$ cat config.mk
export PLATFORM = sky130hd
export DESIGN_NAME = cpl_timeout_tracker
export DESIGN_NICKNAME = d
export VERILOG_FILES = /design/src/rtl/cto_pkg.sv /design/src/rtl/cto_tag_slot.sv /design/src/rtl/cto_err_log.sv /design/src/rtl/cpl_timeout_tracker.sv
export SDC_FILE = /design/constraint.sdc
export NUM_CORES = 1
export LEC_CHECK = 0
export BUFFER_PORTS_ARGS = -buffer_cell sky130_fd_sc_hd__clkbuf_2
export CAP_MARGIN = 5
export CORE_ASPECT_RATIO = 0.8
export CORE_MARGIN = 10
export CORE_UTILIZATION = 40
export CTS_CLUSTER_SIZE = 12
export DETAILED_ROUTE_END_ITERATION = 10
export GPL_TIMING_DRIVEN = 0
export HOLD_SLACK_MARGIN = 0.08
export PLACE_DENSITY = 0.67
export SETUP_SLACK_MARGIN = 0.2
export SYNTH_ARGS = -nofsm -noshare
export SYNTH_HDL_FRONTEND = slang
export SYNTH_SLANG_ARGS = --single-unit
$ cat constraint.sdc
create_clock -name clk -period 2.6 [get_ports clk]
set_input_delay 0.39 -clock clk [delete_from_list [all_inputs] [get_ports clk]]
set_output_delay 0.39 -clock clk [all_outputs]
set_load 0.005 [all_outputs]
$ cat src/rtl/cto_pkg.sv
// Package: shared encodings for the completion timeout tracker.
// Assumes 32-bit status words; bit positions are fixed by the decoders
// that read the words.
package cto_pkg;
    typedef enum logic [1:0] {
        SEL_UNC  = 2'd0,
        SEL_DEV  = 2'd1,
        SEL_ROOT = 2'd2
    } clr_sel_e;

    localparam int STAT_W             = 32;
    localparam int DEV_W              = 4;
    localparam int UNC_CPL_TMO_BIT    = 14;
    localparam int DEV_NONFATAL_BIT   = 1;
    localparam int ROOT_UNC_RCVD_BIT  = 2;
    localparam int ROOT_UNC_MULT_BIT  = 3;
    localparam int ROOT_NF_RCVD_BIT   = 5;
    localparam int CMD_NONFATAL_EN    = 1;
endpackage

$ cat src/rtl/cto_tag_slot.sv
// Module: one tag slot. It holds a busy flag and a tick counter that is
// started at issue. It retires the tag on completion or on expiry.
// Assumes issue and completion strobes are already decoded to this tag.
module cto_tag_slot #(
    parameter int TIMEOUT_TICKS = 50
) (
    input  logic clk,
    input  logic rst_n,
    input  logic issue,
    input  logic cpl,
    input  logic tick,
    output logic busy,
    output logic expire
);
    localparam int CNT_W = (TIMEOUT_TICKS > 1) ? $clog2(TIMEOUT_TICKS) : 1;
    localparam logic [CNT_W-1:0] LAST = CNT_W'(TIMEOUT_TICKS - 1);

    logic             busy_q;
    logic [CNT_W-1:0] cnt_q;

    // Expiry: the last tick arrives while busy; a completion in the same cycle wins.
    always_comb begin
        expire = busy_q && tick && !cpl && (cnt_q == LAST);
    end

    // Slot state: start on issue, retire on completion or expiry, count ticks.
    always_ff @(posedge clk) begin
        if (!rst_n) begin
            busy_q <= 1'b0;
            cnt_q  <= '0;
        end else if (!busy_q) begin
            if (issue) begin
                busy_q <= 1'b1;
                cnt_q  <= '0;
            end
        end else if (cpl || expire) begin
            busy_q <= 1'b0;
        end else if (tick) begin
            cnt_q <= cnt_q + 1'b1;
        end
    end

    assign busy = busy_q;

    // the counter never passes the expiry limit.
    a_r2_count_bound: assert property (@(posedge clk) disable iff (!rst_n)
        busy_q |-> (cnt_q <= LAST));

    // a re-issue of a busy tag does not restart its counter.
    a_r8_reissue_ignored: assert property (@(posedge clk) disable iff (!rst_n)
        (busy_q && issue && !cpl && !tick) |=> (busy_q && cnt_q == $past(cnt_q)));
endmodule

$ cat src/rtl/cto_err_log.sv
// Module: sticky error status words. It records completion timeouts in the
// uncorrectable, device and root words. Software clears bits by writing 1s.
// Assumes expire pulses last one cycle each; a set wins over a clear.
module cto_err_log
    import cto_pkg::*;
#(
    parameter int NUM_TAGS = 4
) (
    input  logic                clk,
    input  logic                rst_n,
    input  logic [NUM_TAGS-1:0] expire,
    input  logic [2:0]          root_cmd,
    input  logic                clr_wr,
    input  logic [1:0]          clr_sel,
    input  logic [STAT_W-1:0]   clr_data,
    output logic [STAT_W-1:0]   unc_status,
    output logic [DEV_W-1:0]    dev_status,
    output logic [STAT_W-1:0]   root_status
);
    localparam int NCNT_W = $clog2(NUM_TAGS + 1);

    logic [STAT_W-1:0] unc_q, root_q;
    logic [DEV_W-1:0]  dev_q;
    logic [NCNT_W-1:0] n_exp;
    logic              any_exp;
    logic [STAT_W-1:0] unc_set, unc_clr, root_set, root_clr;
    logic [DEV_W-1:0]  dev_set, dev_clr;

    // Count the tags that expire in this cycle.
    always_comb begin
        n_exp = '0;
        for (int i = 0; i < NUM_TAGS; i++) begin
            n_exp = n_exp + NCNT_W'(expire[i]);
        end
        any_exp = (n_exp != '0);
    end

    // Set masks for a timeout and clear masks for a software write.
    always_comb begin
        unc_set  = '0;
        dev_set  = '0;
        root_set = '0;
        if (any_exp) begin
            unc_set[UNC_CPL_TMO_BIT]  = 1'b1;
            dev_set[DEV_NONFATAL_BIT] = 1'b1;
            if (root_cmd[CMD_NONFATAL_EN]) begin
                root_set[ROOT_UNC_RCVD_BIT] = 1'b1;
                root_set[ROOT_NF_RCVD_BIT]  = 1'b1;
                root_set[ROOT_UNC_MULT_BIT] = root_q[ROOT_UNC_RCVD_BIT] || (n_exp > NCNT_W'(1));
            end
        end
        unc_clr  = (clr_wr && clr_sel == SEL_UNC)  ? clr_data : '0;
        dev_clr  = (clr_wr && clr_sel == SEL_DEV)  ? clr_data[DEV_W-1:0] : '0;
        root_clr = (clr_wr && clr_sel == SEL_ROOT) ? clr_data : '0;
    end

    // Status registers: clear the written bits, then apply the new errors.
    always_ff @(posedge clk) begin
        if (!rst_n) begin
            unc_q  <= '0;
            dev_q  <= '0;
            root_q <= '0;
        end else begin
            unc_q  <= (unc_q  & ~unc_clr)  | unc_set;
            dev_q  <= (dev_q  & ~dev_clr)  | dev_set;
            root_q <= (root_q & ~root_clr) | root_set;
        end
    end

    assign unc_status  = unc_q;
    assign dev_status  = dev_q;
    assign root_status = root_q;

    // the timeout bit stays set unless a clear hits it.
    a_r9_sticky_unc: assert property (@(posedge clk) disable iff (!rst_n)
        (unc_q[UNC_CPL_TMO_BIT] && !(clr_wr && clr_sel == SEL_UNC && clr_data[UNC_CPL_TMO_BIT]))
        |=> unc_q[UNC_CPL_TMO_BIT]);

    // a new timeout bit is always joined by the device non-fatal flag.
    a_r4_dev_with_unc: assert property (@(posedge clk) disable iff (!rst_n)
        $rose(unc_q[UNC_CPL_TMO_BIT]) |-> dev_q[DEV_NONFATAL_BIT]);

    // root bits rise only under the non-fatal reporting enable.
    a_r6_root_enable: assert property (@(posedge clk) disable iff (!rst_n)
        $rose(root_q[ROOT_NF_RCVD_BIT]) |-> $past(root_cmd[CMD_NONFATAL_EN]));
endmodule

$ cat src/rtl/cpl_timeout_tracker.sv
// Module: top of the completion timeout tracker. It decodes the issue and
// completion tags to one slot per tag, stalls the requester while any slot
// is busy, and feeds the expiries to the sticky status words.
// Assumes one issue and one completion at most per cycle.
module cpl_timeout_tracker
    import cto_pkg::*;
#(
    parameter int NUM_TAGS      = 4,
    parameter int TIMEOUT_TICKS = 50,
    parameter int TAG_W         = (NUM_TAGS > 1) ? $clog2(NUM_TAGS) : 1
) (
    input  logic              clk,
    input  logic              rst_n,
    input  logic              req_valid,
    input  logic [TAG_W-1:0]  req_tag,
    input  logic              cpl_valid,
    input  logic [TAG_W-1:0]  cpl_tag,
    input  logic              tick,
    input  logic [2:0]        root_cmd,
    input  logic              clr_wr,
    input  logic [1:0]        clr_sel,
    input  logic [31:0]       clr_data,
    output logic              stall,
    output logic [31:0]       unc_status,
    output logic [3:0]        dev_status,
    output logic [31:0]       root_status
);
    logic [NUM_TAGS-1:0] busy, expire, issue_hit, cpl_hit;

    // Decode the issue and completion strobes to per-tag hits.
    always_comb begin
        for (int i = 0; i < NUM_TAGS; i++) begin
            issue_hit[i] = req_valid && (req_tag == TAG_W'(i));
            cpl_hit[i]   = cpl_valid && (cpl_tag == TAG_W'(i));
        end
    end

    for (genvar g = 0; g < NUM_TAGS; g++) begin : g_slot
        cto_tag_slot #(.TIMEOUT_TICKS(TIMEOUT_TICKS)) u_slot (
            .clk    (clk),
            .rst_n  (rst_n),
            .issue  (issue_hit[g]),
            .cpl    (cpl_hit[g]),
            .tick   (tick),
            .busy   (busy[g]),
            .expire (expire[g])
        );
    end

    assign stall = |busy;

    cto_err_log #(.NUM_TAGS(NUM_TAGS)) u_log (
        .clk         (clk),
        .rst_n       (rst_n),
        .expire      (expire),
        .root_cmd    (root_cmd),
        .clr_wr      (clr_wr),
        .clr_sel     (clr_sel),
        .clr_data    (clr_data),
        .unc_status  (unc_status),
        .dev_status  (dev_status),
        .root_status (root_status)
    );

    // the stall rises only after an issue.
    a_r1_stall_rise: assert property (@(posedge clk) disable iff (!rst_n)
        $rose(stall) |-> $past(req_valid));

    // the stall falls only after a completion or a tick.
    a_r1_stall_fall: assert property (@(posedge clk) disable iff (!rst_n)
        $fell(stall) |-> $past(cpl_valid || tick));
endmodule

## After elaboration in Yosys (flattened, before gate mapping)

Index checks and enable logic that the tools add are counted.
W data, S select, Z words.

| word-level totals | value |
|---|---|
| register bits | 96 |
| input port bits | 47 |
| output and inout bits | 69 |
| logic and storage cells | 129 |

| operators by class | value |
|---|---|
| $add $sub $neg | 7 |
| $lt $le $gt $ge | 1 |
| equal/unequal tests | 20 |
| mux-type cells | 36 |
| bitwise operators | 9 |
| reduce and logical (&&, ||, !) cells | 45 |

Operators by type and width:

| cell | number |
|---|---|
| $mux W6 | 16 |
| $and A32 B32 Y32 | 2 |
| $mux W32 | 2 |
| $not A32 Y32 | 2 |
| $or A32 B15 Y32 | 1 |
| $or A32 B6 Y32 | 1 |
| $add A6 B1 Y6 const B | 4 |
| $eq A6 B6 Y1 const B | 4 |
| $logic_and A1 B1 Y1 | 23 |
| $ne A2 B2 Y1 const B | 8 |
| $mux W1 | 15 |
| $reduce_and A3 Y1 | 4 |
| $eq A2 B2 Y1 const B | 5 |
| $reduce_bool A2 Y1 | 4 |
| $add A3 B1 Y3 | 2 |
| $eq A2 B1 Y1 const B | 3 |
| $logic_not A2 Y1 | 3 |
| $logic_or A1 B1 Y1 | 5 |
| $and A4 B4 Y4 | 1 |
| $logic_not A1 Y1 | 4 |
| $mux W2 | 2 |
| $mux W4 | 1 |
| $not A4 Y4 | 1 |
| $or A4 B2 Y4 | 1 |
| other kinds (4) | 4 |

## Depth between registers and ports, before layout

Gate-level depths: netlist of run 1.

| depth | value |
|---|---|
| depth in word-level cells | 13 |
| gate-level depth with buffers | 11 |
| mapped depth without buffers | 11 |

## Hierarchy

Synthesis of run 1 repeated with hierarchy kept, for this count alone.

| second synthesis, totals | value |
|---|---|
| cell total of the unflattened synthesis | 417 |
| area total of the unflattened synthesis | 3,893.7 µm² |

Modules (own cells, without submodules):

| module | instances | cells an instance | area an instance (µm²) | seq. area each (µm²) |
|---|---|---|---|---|
| cto_err_log | 1 | 236 | 2,252.2 | 1,361.3 |
| cto_tag_slot | 4 | 43 | 392.9 | 140.1 |
| cpl_timeout_tracker | 1 | 9 | 70.1 | 0.0 |

## Worst setup path before layout of run 1

OpenSTA, ideal clock, no wires.

| path | value |
|---|---|
| path type | input to register |
| start | input cpl_tag[1] |
| end | register u_log.root_q[3] (netlist: u_log.root_status[3]) |
| setup time | 0.128 ns |
| arrival time | 2.473 ns |
| data required time | 2.472 ns |
| slack | -0.001 ns |
| cell stages on the path | 10 |
| path buffers | 0 |
| cells stage by stage | or3b_1 -> nand3_1 -> nor2_1 -> ha_1 -> fa_1 -> ha_1 -> o31ai_1 -> a21oi_1 -> a21oi_1 -> nor2_1 |

| on the way | value |
|---|---|
| cells in the longest elaborated chain, start to end | 13 |
| elaborated cells on any way between the ends | 29 |
| those cells by class | 3 x add/sub; 1 x order compare; 3 x eq/ne; 2 x mux; 1 x bitwise; 19 x reduce/logical |

RTL lines:

| item | line | RTL |
|---|---|---|
| from (decl) | cpl_timeout_tracker.sv:17 | `input logic [TAG_W-1:0] cpl_tag,` |
| $eq A2 B1 Y1 or $logic_not A2 Y1 (tied branches) | cpl_timeout_tracker.sv:34 | `cpl_hit[i] = cpl_valid && (cpl_tag == TAG_W'(i));` |
| $logic_and A1 B1 Y1 | cpl_timeout_tracker.sv:34 |  |
| $logic_not A1 Y1 | cto_tag_slot.sv:23 | `expire = busy_q && tick && !cpl && (cnt_q == LAST);` |
| $logic_and A1 B1 Y1 (2 in a row) | cto_tag_slot.sv:23 |  |
| $add A1 B1 Y2 | cto_err_log.sv:33 | `n_exp = n_exp + NCNT_W'(expire[i]);` |
| $add A3 B1 Y3 | cto_err_log.sv:33 |  |
| $add A3 B1 Y3 * | cto_err_log.sv:33 |  |
| $gt A3 B1 Y1 | cto_err_log.sv:49 | `root_set[ROOT_UNC_MULT_BIT] = root_q[ROOT_UNC_RCVD_BIT] \|\| (n_exp > NCNT_W'(1));` |
| $logic_or A1 B1 Y1 | cto_err_log.sv:49 |  |
| $mux W2 | cto_err_log.sv:46 | `if (root_cmd[CMD_NONFATAL_EN]) begin` |
| $mux W2 * | cto_err_log.sv:43 | `if (any_exp) begin` |
| $or A32 B6 Y32 * | cto_err_log.sv:66 | `root_q <= (root_q & ~root_clr) \| root_set;` |
| to (signal assigned) | cto_err_log.sv:66 |  |
| to (decl) | cto_err_log.sv:22 | `logic [STAT_W-1:0] unc_q, root_q;` |

Every way passes the cells marked *; elsewhere a longest branch is shown, timed or not.
A chain may end at the register's enable or synchronous reset.

## Worst setup path in the final report of run 1

| path | value |
|---|---|
| start | register g_slot[1].u_slot.cnt_q[1] |
| end | register u_log.root_q[2] (netlist: u_log.root_status[2]) |

| on the way | value |
|---|---|
| cells in the longest elaborated chain, start to end | 8 |

RTL lines:

| item | line | RTL |
|---|---|---|
| from (decl) | cto_tag_slot.sv:19 | `logic [CNT_W-1:0] cnt_q;` |
| from (signal assigned) | cto_tag_slot.sv:39 | `cnt_q <= cnt_q + 1'b1;` |
| $eq A6 B6 Y1 | cto_tag_slot.sv:23 |  |
| $logic_and A1 B1 Y1 | cto_tag_slot.sv:23 |  |
| $add A1 B1 Y2 | cto_err_log.sv:33 |  |
| $add A3 B1 Y3 (2 in a row) | cto_err_log.sv:33 |  |
| $reduce_bool A3 Y1 | cto_err_log.sv:35 | `any_exp = (n_exp != '0);` |
| $mux W2 | cto_err_log.sv:43 |  |
| $or A32 B6 Y32 | cto_err_log.sv:66 |  |

Every way passes these cells.

==> metrics.txt, run 1 <==
outcome=finished clean; Sink Count=96; synthesized cell area=0.00379 sq mm; Synth Warn #=0; routed wire length=11.0 mm; Final Hold Vio Count=0; pre-CTS WS=-0.118 ns; worst-margin pin slew=0.604 ns; Final GP Congestion=0.799; crit path capture type=flop; Seq/Total Area, Yosys=0.507; clk_lat worst skew=0.34 ns; Antenna Cells=0; EDFF count, synth=0; CP required=2.79 ns; final HPWL from detailed placement=8.43 mm; slowest CP cell=fa_2; Worst-path clk slew=0.07 ns; clk buf depth=2; crit path kind=reg2reg; Die Ht=107 um; Cells after Synth=425; Via Count=3611; CP most frequent cell=ha_4; ys async rst share=0; commonest non-fill, non-tap cells in the layout=113 x clkbuf_2, 94 x dfxtp_1, 82 x nand2_1; Synth Net Count=484; Layout Skew=0.00762 ns; P&R area growth vs syn=30.3%; largest net degree at the start of global routing=17; max cap viols=0; initial antenna violation count=0; CTS Hold Buffers Added=0; final setup fails=0; Peak Freq=418 MHz; final critical-path share of the clock period=0.919; total grt overflow=0; H-tree levels=3; mux cell area share after synthesis=0.00264; Worst IR Drop VDD=287 uV; CP Launch Type=flop; setup slack after layout=0.210 ns; num rows=31; post-route ant nets=0; synthesized-area fraction occupied by adder cells=0.0416; Tmin final=2.39 ns; CTS tree=yes; Post-layout nets=614; Synth Area in Compound Gates=0.203; DRC=0; #FFs+latches synth=96; all-layer global routing usage=0.159; most common cell after layout, fill and taps aside=clkbuf_2; IO Count=116; Hold Path Class=in2reg; Main synth FF type=dfxtp_1; vias per cell=5.35; critical path peak fanout=3; largest family of logic cells by synthesized area=simple AND/OR/NAND/NOR gates; Total Neg Setup Slack=0 ns; first-pass GRT wire length=18.0 mm; area of the multi-input gates=0.00178 sq mm; vias in the first global route=3601; Initial Util=0.414; area share of xor/xnor cells in the synthesized design=0; PD cells=621 mW/mm^2; Avg Synthesized Cell Area=8.91 sq um; First DRT Iteration DRCs=292; DIE AREA=0.0138 sq mm; static leakage=2.09 nW; Port Buf Inserts=112; fill cell count=849; CP arrival=2.58 ns; Final Slew Violations=0; share of layout cells above drive strength 1=0.291; Sequential Area=0.00193 sq mm; drt wl/cell=16.3 um; CTS buffer count=9; max_slew headroom=0.597; Yosys cell types=51; width of the die=129 um; CTS root buf=clkbuf_16; Cell Chain, Critical Path=inv_2, ha_4, nand4b_1, nor3_2, ha_1, fa_2, ha_4, o31ai_4, buf_4, a21oi_1; RSZ-0062 raised after global routing=true; first-pass iteration count of the detailed router=4; CP peak stage delay=0.40 ns; Synth Area in Simple Gates=0.205; core box area=0.00915 sq mm
## where the power goes
group          leakage, nW  internal, W  switching [W]  total, W
combinational         1.17    0.0000570       0.000104  0.000161
clock                0.149     0.000849       0.000572   0.00142
sequential           0.775      0.00148     0.00000894   0.00149
## worst max-delay path: cells and delay by family, from the launching register on
family	cells	cell delay (ns)
adder cells (fa/ha/maj)	4	0.98
AO/OA/AOI/OAI	2	0.32
AND/OR/NAND/NOR	2	0.39
flip-flops	1	0.33
buffers and inverters	2	0.23
## state kept, by name, summed over array words and instances, names as in the netlist
name / count
u_log.unc_status: 32
g_slot.u_slot.cnt_q: 24
u_log.root_status: 32
g_slot.u_slot.busy: 4
u_log.dev_status: 4
## what timing repair did
item | 4_1_cts | 5_1_grt
hold endpoints to repair | 0 | 0
setup endpoints to repair | 5 | 5
cloned | 0 | 0
setup buffers | 3 | 4
pin swaps | 5 | 4
gates resized for setup | 6 | 4
## cell type report
| cell class | instances | area share |
|---|---|---|
| clock inverter | 6 | 0.0188 |
| inverter | 17 | 0.0129 |
| tap | 115 | 0.0292 |
| multi-input combinational | 292 | 0.360 |
| timing repair buffer | 119 | 0.124 |
| sequential | 96 | 0.390 |
| clock buffer | 10 | 0.0464 |
| buffer | 20 | 0.0183 |
## cells in the mapped netlist, types with 5 or more instances
library cell,count,area [sq um]
a31oi_1,12,75.1
nand3_1,16,80.1
nand4_1,5,31.3
nand3b_1,5,37.5
nand2_1,82,308
and3_1,8,50.1
a41oi_1,5,43.8
a21oi_1,78,390
o21ai_0,8,40.0
buf_2,8,40.0
clkbuf_1,9,33.8
dfxtp_1,96,1920
nor3_1,6,30.0
ha_1,11,138
nor2_1,8,30.0
inv_1,16,60.1
## logic make-up (layout without fill, tap and decap cells)
| logic type | count (synthesis) | after routing |
|---|---|---|
| DFF | 96 | 96 |
| buffers and inverters | 37 | 172 |
| adders and majority gates | 12 | 12 |
| and+or+nand+nor | 153 | 153 |
| muxes | 1 | 1 |
| AOI/OAI and AO/OA | 126 | 126 |
## path summary, 6_finish.rpt
kind                             start  depth (start not counted)  slack [ns]              endpoint
max          g_slot[1].u_slot.cnt_q[1]                         10        0.21  u_log.root_status[2]
min                       clr_data[19]                          2        0.23  u_log.unc_status[19]
max reg2reg  g_slot[1].u_slot.cnt_q[1]                         10        0.21  u_log.root_status[2]
min reg2reg       u_log.unc_status[10]                          2        0.43  u_log.unc_status[10]
## stage by stage
step                instance area [sq um]  hold slack, ns  cells  total power, W  utilization
floorplan                            3820           0.428    425         0.00160            -
global placement                     4530           0.417    652         0.00167        0.495
detailed placement                   4530           0.421    652         0.00168        0.495
CTS                                  4890           0.223    671         0.00308        0.534
global route                         4930           0.228    675         0.00317        0.539
finish                               4930           0.229    675         0.00307        0.539
## layer usage
metal,global-route usage,wire (um)
met3,0.0433,646
met4,0.0519,184
met5,0,0
met1,0.191,4770
met2,0.272,5420
Power figures use the tool's default switching activity.
==> inputs of run 2 (changes only) <==
Settings changed: SYNTH_HIERARCHICAL set to 1.
==> run 2 against run 1 <==
Net effect: clock-buffer cell count shrank 1; the run now ends with setup timing left; synthesized cell count shrank 1.9%; critical endpoint is now g_slot[0].u_slot/cnt_q[5]; clock skew grew 0.0020 ns.
==> metrics.txt, run 2 <==
Final Hold Vio Count=0 (unchanged); EDFF count, synth=0 (unchanged); Tmin final=2.74 ns (was 2.39 ns); clk buf depth=2 (unchanged); H-tree levels=3 (unchanged); placed instance area=0.00465 sq mm (was 0.00453 sq mm); DIE AREA=0.0141 sq mm (was 0.0138 sq mm); launching point of the worst reg2reg path=g_slot[0].u_slot/cnt_q[1] (was g_slot[1].u_slot.cnt_q[1]); top cell type's share of synthesized area=0.494 (was 0.507); width of the die=130 um (was 129 um); Via Count=3633 (was 3611); Final GP Congestion=0.874 (was 0.799); CP Launch Type=flop (unchanged); Main synth FF type=dfxtp_1 (unchanged); commonest non-fill, non-tap cells in the layout=112 x clkbuf_2, 89 x dfxtp_1, 85 x nand2_1 (was 113 x clkbuf_2, 94 x dfxtp_1, 82 x nand2_1); Synth Net Count=476 (was 484); first-pass iteration count of the detailed router=5 (was 4); r2r setup slk=-0.14 ns (was 0.21 ns); max cap viols=0 (unchanged); clk_lat worst skew=0.34 ns (about the same); static leakage=2.33 nW (was 2.09 nW); Hold Path Class=in2reg (unchanged); Seq/Total Area, Yosys=0.494 (was 0.507); Cells after Synth=417 (was 425); CP arrival=3.02 ns (was 2.58 ns); share of layout cells above drive strength 1=0.381 (was 0.291); routed wire length=11.5 mm (was 11.0 mm); setup slack after layout=-0.144 ns (was 0.210 ns); outcome=finished, violations left (was finished clean); failing checks=setup timing; CP required=2.88 ns (was 2.79 ns); Avg Synthesized Cell Area=9.34 sq um (was 8.91 sq um); first-pass GRT wire length=18.2 mm (was 18.0 mm); Final Slew Violations=0 (unchanged); Initial Util=0.407 (was 0.414); Synth area leader=dfxtp_1 (unchanged); initial antenna violation count=0 (unchanged); Power Total=0.00301 W (was 0.00307 W); core box area=0.00957 sq mm (was 0.00915 sq mm); Synth Warn #=6 (was 0); Peak Freq=364 MHz (was 418 MHz); most common cell after layout, fill and taps aside=clkbuf_2 (unchanged); Antenna Cells=0 (unchanged); IO Count=116 (unchanged); crit path capture type=flop (unchanged); all-layer global routing usage=0.160 (was 0.159); RSZ-0062 raised after global routing=true (unchanged); CP peak stage delay=0.33 ns (was 0.40 ns); final HPWL from detailed placement=8.35 mm (was 8.43 mm); vias per cell=5.26 (was 5.35); worst-margin pin slew=0.502 ns (was 0.604 ns); most frequent cell after synthesis=dfxtp_1 (unchanged); fill cell count=860 (was 849); Post-synth top cells=96 x dfxtp_1, 85 x nand2_1, 61 x a21oi_1 (was 96 x dfxtp_1, 82 x nand2_1, 78 x a21oi_1); Core Util, Final=0.557 (was 0.539); worst setup path endpoint=g_slot[0].u_slot/cnt_q[5] (was u_log.root_status[2]); CTS buffer count=9 (unchanged); R2R cell count=19 (was 10); num rows=32 (was 31); PD cells=565 mW/mm^2 (was 621 mW/mm^2); synth top area cells=dfxtp_1 49%, nand2_1 8.2%, a21oi_1 7.8%, ha_1 3.5%, nand4b_1 3.4% (was dfxtp_1 51%, a21oi_1 10%, nand2_1 8.1%, ha_1 3.6%, nand3_1 2.1%); total grt overflow=0 (unchanged); #FFs+latches synth=96 (unchanged); Finished Cell Area=0.00533 sq mm (was 0.00493 sq mm); CTS tree=yes (unchanged); Worst R2R End=g_slot[0].u_slot/cnt_q[5] (was u_log.root_status[2]); final setup fails=8 (was 0); crit path kind=reg2reg (unchanged); Cell Chain, Critical Path=inv_2, ha_4, nand4b_1, buf_4, buf_6, buf_6, buf_6, buf_6, buf_6, buf_6, buf_6, buf_6, buf_6, buf_6, buf_6, buf_6, o21a_4, o211ai_1, and3_1 (was inv_2, ha_4, nand4b_1, nor3_2, ha_1, fa_2, ha_4, o31ai_4, buf_4, a21oi_1); CTS root buf=clkbuf_16 (unchanged); Post-layout nets=626 (was 614); Layout Skew=0.00963 ns (was 0.00762 ns); post-route ant nets=0 (unchanged); max_slew headroom=0.663 (was 0.597); ys async rst share=0 (unchanged); P&R area growth vs syn=36.9% (was 30.3%); slowest CP cell=dfxtp_2 (was fa_2); CP most frequent cell=buf_6 (was ha_4); largest net degree at the start of global routing=19 (was 17); Worst IR Drop VDD=365 uV (was 287 uV); CTS Hold Buffers Added=0 (unchanged); Worst-path clk slew=0.07 ns (about the same); DRC=0 (unchanged); Worst Setup SP=g_slot[0].u_slot/cnt_q[1] (was g_slot[1].u_slot.cnt_q[1]); Die Ht=108 um (was 107 um); First DRT Iteration DRCs=213 (was 292); Port Buf Inserts=112 (unchanged); vias in the first global route=3668 (was 3601); Sink Count=96 (unchanged); final critical-path share of the clock period=1.06 (was 0.919); drt wl/cell=16.7 um (was 16.3 um); synthesized cell area=0.00389 sq mm (was 0.00379 sq mm); Yosys cell types=42 (was 51); critical path peak fanout=5 (was 3)
[run 2: critical path: cells and delay by family (launching register included)]
kind	cells	cell delay, ns
AO/OA/AOI/OAI	2	0.38
adder cells (fa/ha/maj)	1	0.13
buffers and inverters	14	1.50
flip-flops	1	0.33
AND/OR/NAND/NOR	2	0.34
[run 2: how the worst min path moves through the flow]
stage                               startpoint                     to  cells past startpoint  slack (ns)
after global placement    u_log/unc_status[23]   u_log/unc_status[23]                      2        0.42
after global routing              clr_data[19]  u_log/root_status[19]                      2        0.22
after CTS                          clr_data[6]    u_log/unc_status[6]                      2        0.22
after detailed placement  u_log/unc_status[17]   u_log/unc_status[17]                      2        0.42
after floorplan            u_log/dev_status[0]    u_log/dev_status[0]                      2        0.43
final                             clr_data[12]  u_log/root_status[12]                      2        0.23
[run 2: what timing repair did]
action                                  4_1_cts  5_1_grt
pin swaps                                     7       10
resized for setup                            14       28
endpoints found under the setup margin        5        9
endpoints found under the hold margin         0        0
setup buffers                                22        5
[run 2: per-stage QoR]
step                      worst slack, ns  std cells  setup TNS [ns]  hold slack [ns]
final                              -0.144        691          -0.593            0.230
after global routing               -0.245        691           -1.42            0.218
after CTS                         -0.0494        686          -0.187            0.216
after detailed placement           -0.259        648           -1.01            0.421
after global placement             -0.245        648           -1.01            0.418
after floorplan                    0.0387        417               0            0.428
[run 2: logic make-up after synthesis]
| group | share of synthesized area |
|---|---|
| buf+inv | 0.0408 |
| flops | 0.494 |
| compound gates | 0.204 |
| fa+ha+maj | 0.0405 |
| simple gates | 0.221 |
[run 2: routing by layer]
metal | vias up | track usage | wire length (um) | share of wire
li1 | 1799 | - | - | -
met5 | - | 0 | 0 | 0
met3 | 12 | 0.0396 | 515 | 0.045
met4 | 0 | 0.0545 | 190 | 0.016
met1 | 1725 | 0.191 | 5020 | 0.44
met2 | 97 | 0.277 | 5800 | 0.50
[run 2: report_power, final]
part	switching, W	internal, W	total [W]
Combinational	0.0000994	0.0000618	0.000161
Clock	0.000601	0.000768	0.00137
Sequential	0.00000986	0.00147	0.00148
Total	0.000710	0.00230	0.00301
[run 2: cell type report]
class | count | area (sq um) | share of cell area
clock inverters | 7 | 87.6 | 0.0164
well taps | 119 | 149 | 0.0279
flip-flops and latches | 96 | 1940 | 0.363
inverters | 18 | 67.6 | 0.0127
multi-input cells | 285 | 1960 | 0.368
clock buffers | 9 | 225 | 0.0422
repair buffers | 139 | 816 | 0.153
plain buffers | 18 | 91.3 | 0.0171
